<file path="config.mk">
export PLATFORM = sky130hd
export DESIGN_NAME = rx_admit
export DESIGN_NICKNAME = d
export VERILOG_FILES = /design/src/rtl/rx_admit.sv
export SDC_FILE = /design/constraint.sdc
export NUM_CORES = 1
export LEC_CHECK = 0
export ABC_AREA = 1
export BUFFER_PORTS_ARGS = -buffer_cell sky130_fd_sc_hd__buf_2
export CAP_MARGIN = 20
export CORE_MARGIN = 1
export CORE_UTILIZATION = 39
export CTS_CLUSTER_DIAMETER = 50
export DETAILED_ROUTE_END_ITERATION = 10
export SYNTH_ARGS = -nofsm -noshare
export SYNTH_HDL_FRONTEND = slang
export SYNTH_SLANG_ARGS = --single-unit
</file>
<file path="constraint.sdc">
create_clock -name clk -period 3.7 [get_ports clk]
set_clock_uncertainty 0.15 [all_clocks]
set_input_delay 0.37 -clock clk [delete_from_list [all_inputs] [get_ports clk]]
set_output_delay 0.37 -clock clk [all_outputs]
set_load 0.02 [all_outputs]
</file>
<file path="src/rtl/rx_admit.sv">
module rx_admit #(
  parameter int LEN_W     = 16,
  parameter int MIN_LEN   = 14,
  parameter int STD_MAX   = 1518,
  parameter int CRC_BYTES = 4,
  parameter int MAXSZ_RST = 2048
) (
  input  logic             clk,
  input  logic             rst_n,
  input  logic             frm_valid,
  input  logic [LEN_W-1:0] frm_len,
  input  logic             filt_pass,
  input  logic             desc_own,
  input  logic             accept_long,
  input  logic             strip_crc,
  input  logic             irq_active,
  input  logic             rxgd_irq_en,
  input  logic             maxsz_we,
  input  logic [LEN_W-1:0] maxsz_wdata,
  input  logic             resume,
  output logic             res_valid,
  output logic             res_store,
  output logic [LEN_W-1:0] res_bytes,
  output logic             res_crc_app,
  output logic [4:0]       res_evt,
  output logic [31:0]      res_status,
  output logic             rx_halted
);
  localparam int SUM_W   = LEN_W + 1;
  localparam int LEN_LIM = (1 << LEN_W) - 1;
  localparam int EV_LT = 0, EV_OVR = 1, EV_LONG = 2, EV_NODESC = 3, EV_GOOD = 4;
  localparam int ST_GOOD = 16, ST_INTR = 17, ST_LONG = 18, ST_OWN = 31;

  logic [LEN_W-1:0] max_q;
  logic             halt_q;

  wire [SUM_W-1:0] len_crc = {1'b0, frm_len} + SUM_W'(CRC_BYTES);
  wire take    = frm_valid && !halt_q;
  wire bad_len = (frm_len < LEN_W'(MIN_LEN)) || (len_crc > SUM_W'(LEN_LIM));
  wire over    = len_crc > {1'b0, max_q};
  wire longf   = len_crc > SUM_W'(STD_MAX);

  logic             n_store, n_halt, n_crc;
  logic [4:0]       n_evt;
  logic [LEN_W-1:0] n_bytes;
  logic [31:0]      n_status;

  always_comb begin
    n_store  = 1'b0;
    n_halt   = 1'b0;
    n_crc    = 1'b0;
    n_evt    = '0;
    n_bytes  = '0;
    n_status = '0;
    if (!bad_len) begin
      n_evt[EV_LT] = 1'b1;
      if (!filt_pass) begin
        n_evt = n_evt;
      end else if (over) begin
        n_evt[EV_OVR] = 1'b1;
      end else if (longf && !accept_long) begin
        n_evt[EV_LONG] = 1'b1;
      end else if (!desc_own) begin
        n_evt[EV_NODESC] = 1'b1;
        n_halt = 1'b1;
      end else begin
        n_store = 1'b1;
        n_crc   = !strip_crc;
        n_bytes = strip_crc ? frm_len : len_crc[LEN_W-1:0];
        n_evt[EV_GOOD] = 1'b1;
        n_status[LEN_W-1:0] = n_bytes;
        n_status[ST_GOOD]   = 1'b1;
        n_status[ST_INTR]   = irq_active || rxgd_irq_en;
        n_status[ST_LONG]   = longf;
        n_status[ST_OWN]    = 1'b0;
      end
    end
  end

  always_ff @(posedge clk or negedge rst_n) begin
    if (!rst_n) begin
      max_q       <= LEN_W'(MAXSZ_RST);
      halt_q      <= 1'b0;
      res_valid   <= 1'b0;
      res_store   <= 1'b0;
      res_bytes   <= '0;
      res_crc_app <= 1'b0;
      res_evt     <= '0;
      res_status  <= '0;
    end else begin
      if (maxsz_we) max_q <= maxsz_wdata;
      if (take && n_halt) halt_q <= 1'b1;
      else if (resume)    halt_q <= 1'b0;
      res_valid   <= take;
      res_store   <= take && n_store;
      res_bytes   <= take ? n_bytes : '0;
      res_crc_app <= take && n_crc;
      res_evt     <= take ? n_evt : '0;
      res_status  <= take ? n_status : '0;
    end
  end

  assign rx_halted = halt_q;
endmodule

</file>
; ---- Word-level counts from Yosys, hierarchy flattened
; Cells that the tools add are included.
[totals]
mem_count = 0
input_bits = 43
mem_bits_ro = 0
regBits = 60
latch_bits = 0
ram_bits = 0
out_inout_bits = 57
[op_classes]
addsub = 1
reduce_logical = 11
multipliers = 0
shift = 0
muxes = 37
div = 0
magnitude_cmp = 4
eq_ne = 0
bitwise = 0
[op_table]
columns = operator, n
row1 = $mux W19, 6
row2 = $mux W16, 7
row3 = $mux W1, 19
row4 = $add A16 B3 Y17 const B, 1
row5 = $gt A17 B11 Y1 const B, 1
row6 = $gt A17 B16 Y1, 1
row7 = $gt A17 B16 Y1 const B, 1
row8 = $lt A16 B4 Y1 const B, 1
row9 = $mux W5, 2
row10 = $logic_and A1 B1 Y1, 5
row11 = $mux W4, 1
row12 = $logic_not A1 Y1, 3
row13 = $mux W3, 1
row14 = $logic_or A1 B1 Y1, 2
row15 = $mux W2, 1
row16 = $reduce_bool A2 Y1, 1

; ---- Longest topological paths before layout
[depth]
ltp_word = 9
mapped_depth = 22
ltp_nobuf = 21

; ---- Least setup slack after synthesis
; OpenSTA, ideal clock, no wires.
[synth_timing]
path_kind = input-to-reg
startpoint = input frm_len[2]
endpoint = register res_crc_app
slack_ns = 1.129
path_buffers = 1
setup_ns = 0.129
arrival_ns = 2.292
stages = 21
path_cell_list = ha_1 nand2_2 nor2_8 nand3_1 nand2_1 nand2_2 ha_1 nand2_1 nor2_1 inv_1 nor2_1 nand2_1 nand2_1 nand2_1 nand2_1 nand2_1 nand2_1 nor2_1 nand3_2 buf_6 nor2_2
[synth_via]
elab_chain_len = 8
elab_cells_between_ends = 12
classes_between = 1 x add/sub / 4 x order compare / 4 x mux / 3 x reduce/logical
[synth_rtl]
columns = element, line_no
row1 = "start, declared", 11  ; input logic [LEN_W-1:0] frm_len,
row2 = $add A16 B3 Y17, 37  ; wire [SUM_W-1:0] len_crc = {1'b0, frm_len} + SUM_W'(CRC_BYTES);
row3 = $gt A17 B11 Y1, 41  ; wire longf = len_crc > SUM_W'(STD_MAX);
row4 = $logic_and A1 B1 Y1, 61  ; end else if (longf && !accept_long) begin
row5 = $mux W1, 61
row6 = $mux W1, 59  ; end else if (over) begin
row7 = $mux W1, 57  ; if (!filt_pass) begin
row8 = $mux W1 (*), 55  ; if (!bad_len) begin
row9 = $logic_and A1 B1 Y1 (*), 97  ; res_crc_app <= take && n_crc;
row10 = "end signal, assigned", 97
row11 = "end, declared", 24  ; output logic res_crc_app,
; Mark *: on every way between the ends. The rest lies on a longest branch, timed or not.
; A chain may end at the register's enable or synchronous reset.

; ---- Worst setup path in the final report
[layout_timing]
startpoint = input frm_len[2]
endpoint = register res_status[4]
[layout_via]
elab_chain_len = 8
elab_cells_between_ends = 14
classes_between = 1 x add/sub / 4 x order compare / 7 x mux / 2 x reduce/logical
[layout_rtl]
columns = element, line_no
row1 = $add A16 B3 Y17, 37
row2 = $gt A17 B11 Y1 / $mux W16 (equally long branches), "41, 69"
row3 = $logic_and A1 B1 Y1 / $mux W19 (equally long branches), "61, 63"
row4 = $mux W19, 61
row5 = $mux W19, 59
row6 = $mux W19, 57
row7 = $mux W19 (*), 55
row8 = $mux W19 (*), 99  ; res_status <= take ? n_status : '0;
row9 = "end signal, assigned", 99
row10 = "end, declared", 26  ; output logic [31:0] res_status,
; Marks and branches as above.

==> flow_metrics.tcl <==
set metrics [dict create \
    status "completed" \
    reg2reg_depth 12 \
    synthFlopType "dfrtp_1" \
    num_antenna_cells 0 \
    hp-class "primary input to async pin" \
    crit_chain "buf_2, ha_1, nand2_2, nor2_8, nand3_1, nand2_1, inv_1, ha_1, nand2_1, nor2_1, inv_1, nor2_1, nand4_1, nand2_1, nand2_1, nor2_1, nand3_2, nor2_2" \
    worst_path_most_repeated_cell "nand2_1" \
    relSlewSlack 0.395 \
    htreeDepth 2 \
    slew_viol_final 0 \
    cp_num_cells 18 \
    tns_ns 0 \
    port_buffers 86 \
    ys.warnings.count 0 \
    critical_path.top_delay_family "simple AND/OR/NAND/NOR gates" \
    antenna_found_initial 0 \
    rsz0062_at_grt "no" \
    grt_overflow 0 \
    dp_hpwl_mm 5.27 \
    drcViolationCount 0 \
    grt_pass1_vias 2317 \
    reg2reg_slack_ns 1.07 \
    dp.cells 546 \
    required_ns 3.75 \
    rows 31 \
    postCtsHoldBufs 0 \
    avgSynthCellArea_um2 7.53 \
    p_per_area_nw_per_um2 311 \
    ant_nets 0 \
    worstSetupEndpointType "register" \
    area_growth_pct 14.3 \
    grt_use_total 0.177 \
    wire_per_inst_um 11.6 \
    post-route-util 0.459 \
    final_cell_area_um2 3330 \
    die_x_um 88.5 \
    synth_edf_count 0 \
    final_cells 554 \
    cts_buffer_depth 2 \
    max_slew.worst_pin.slew_ns 0.907 \
    fp.coreArea_um2 7250 \
    drtPass1Iterations 4 \
    num_vias 2470 \
    cp-endpoint "res_status[4]" \
    viasPerCell 4.46 \
    p_total_mw 1.04 \
    ir_worst_vdd_v 0.000151 \
    clk_latency_ns 0.29 \
    synth-seq-cells 42 \
    critPathMaxFanout 20 \
    drive_gt1_frac 0.312 \
    numCtsBuffers 5 \
    post-route-period-util 0.868 \
    setup_slack_ns 0.489 \
    grt_pass1_wl_mm 10.7 \
    dpl_cell_area_um2 3240 \
    dp_slack_ns 0.177 \
    numClockSinks 42 \
    die_area_um2 7830 \
    grt_start_max_net_pins 43 \
    clk_pin_slew_worst_paths_ns 0.09 \
    cp_data_arrival_time_ns 3.26 \
    critical_path_class "primary input to register" \
    critPathSlowestCell "nand3_2" \
    drt_iter0_drc 109 \
    syn_inst 387 \
    critical_path_buf_inv_count 3 \
    crit_start "frm_len[2]" \
    final_nets 515 \
    cpPeakStageDelay_ns 0.48 \
    async_flop_share 1.00 \
    reg2reg_to "res_status[4]" \
    pin_count 100 \
    ys_seq_area_frac 0.361 \
    whs_ns 0.0538 \
    cts_post_setup_buffers_inserted 0 \
    totalWireLength_mm 6.44 \
    start_util 0.402 \
    die_h_um 88.5 \
    report.final.hold_viol_count 0 \
    root_buffer "clkbuf_8" \
    post_cts_resized 0 \
    cts_tree "done" \
    syn-cell-area_um2 2920 \
    drv_cap 0 \
    fmax_mhz 311 \
    fin_crit_ns 3.21 \
    timing.rr.start "max_q[11]" \
    ys_types 29 \
    gp_congestion 0.922 \
    setup_viol 0 \
    critPathLaunchType "primary input" \
    p_leak_nw 1.97 \
]
-- where the power goes --
| part | switching, mW | internal, mW | total, mW | leakage [nW] |
|---|---|---|---|---|
| logic | 0.164 | 0.0792 | 0.243 | 1.38 |
| registers | 0.00692 | 0.482 | 0.489 | 0.548 |
| clock network | 0.154 | 0.151 | 0.305 | 0.0482 |
-- flip-flops by register name, indices dropped and copies added, names as in the netlist --
signal / cells
res_status: 18
max_q: 16
res_evt: 4
res_crc_app: 1
res_store: 1
res_valid: 1
rx_halted: 1
-- worst min-delay path by stage --
| stage | to | slack (ns) | start |
|---|---|---|---|
| final | res_status[13] | 0.05 | rst_n |
| after global placement | res_valid | 0.33 | rx_halted |
| after global routing | max_q[13] | 0.13 | maxsz_wdata[13] |
| after floorplan | max_q[0] | -0.08 | rst_n |
| after CTS | res_status[13] | 0.09 | rst_n |
| after detailed placement | res_valid | 0.33 | rx_halted |
-- kinds of logic after synthesis --
logic type      synth area share
compound gates            0.0687
xor+xnor                 0.00601
fa+ha+maj                 0.0773
buf+inv                    0.174
flops                      0.361
mux                      0.00386
other cells              0.00129
simple gates               0.308
-- final cells by class --
type | count | area, um^2
Fill cell | 783 | 3920
Multi-Input combinational cell | 257 | 1400
Timing Repair Buffer | 86 | 430
Clock buffer | 7 | 86.3
Clock inverter | 1 | 5.00
Tap cell | 99 | 124
Inverter | 62 | 233
Sequential cell | 42 | 1050
-- cell usage after synthesis (all sizes together) (2+ instances only) --
| library cell | count | share of area |
|---|---|---|
| nand3 | 15 | 0.031 |
| xor2 | 2 | 0.0060 |
| nand2 | 102 | 0.15 |
| ha | 18 | 0.077 |
| buf | 33 | 0.088 |
| dfrtp | 41 | 0.35 |
| a21oi | 6 | 0.010 |
| inv | 61 | 0.079 |
| o21ai | 31 | 0.053 |
| nand4 | 11 | 0.024 |
| clkbuf | 5 | 0.0064 |
| nor2 | 53 | 0.10 |
-- placed cells by master (no fill, tap or decap), drive strengths merged --
cell type | synthesis | final
buf | 33 | 86
o31ai | 1 | 1
xor2 | 2 | 2
nand4 | 11 | 11
nor3 | 1 | 1
o21ai | 31 | 31
clkbuf | 5 | 7
nand3 | 15 | 15
nand2 | 102 | 102
nand3b | 1 | 1
clkinv | 1 | 2
nor2 | 53 | 53
a21o | 1 | 1
dfrtp | 41 | 41
dfstp | 1 | 1
and3 | 1 | 1
conb | 1 | 13
a21oi | 6 | 6
ha | 18 | 18
mux2 | 1 | 1
inv | 61 | 61
-- metal layers --
layer	wire [um]	vias up	track usage	part of all wire
li1	-	1288	-	-
met1	2870	1090	0.222	0.45
met5	0	-	0	0
met2	3080	78	0.304	0.48
met4	175	0	0.0674	0.027
met3	317	14	0.0299	0.049
(Power assumes the default switching activity.)
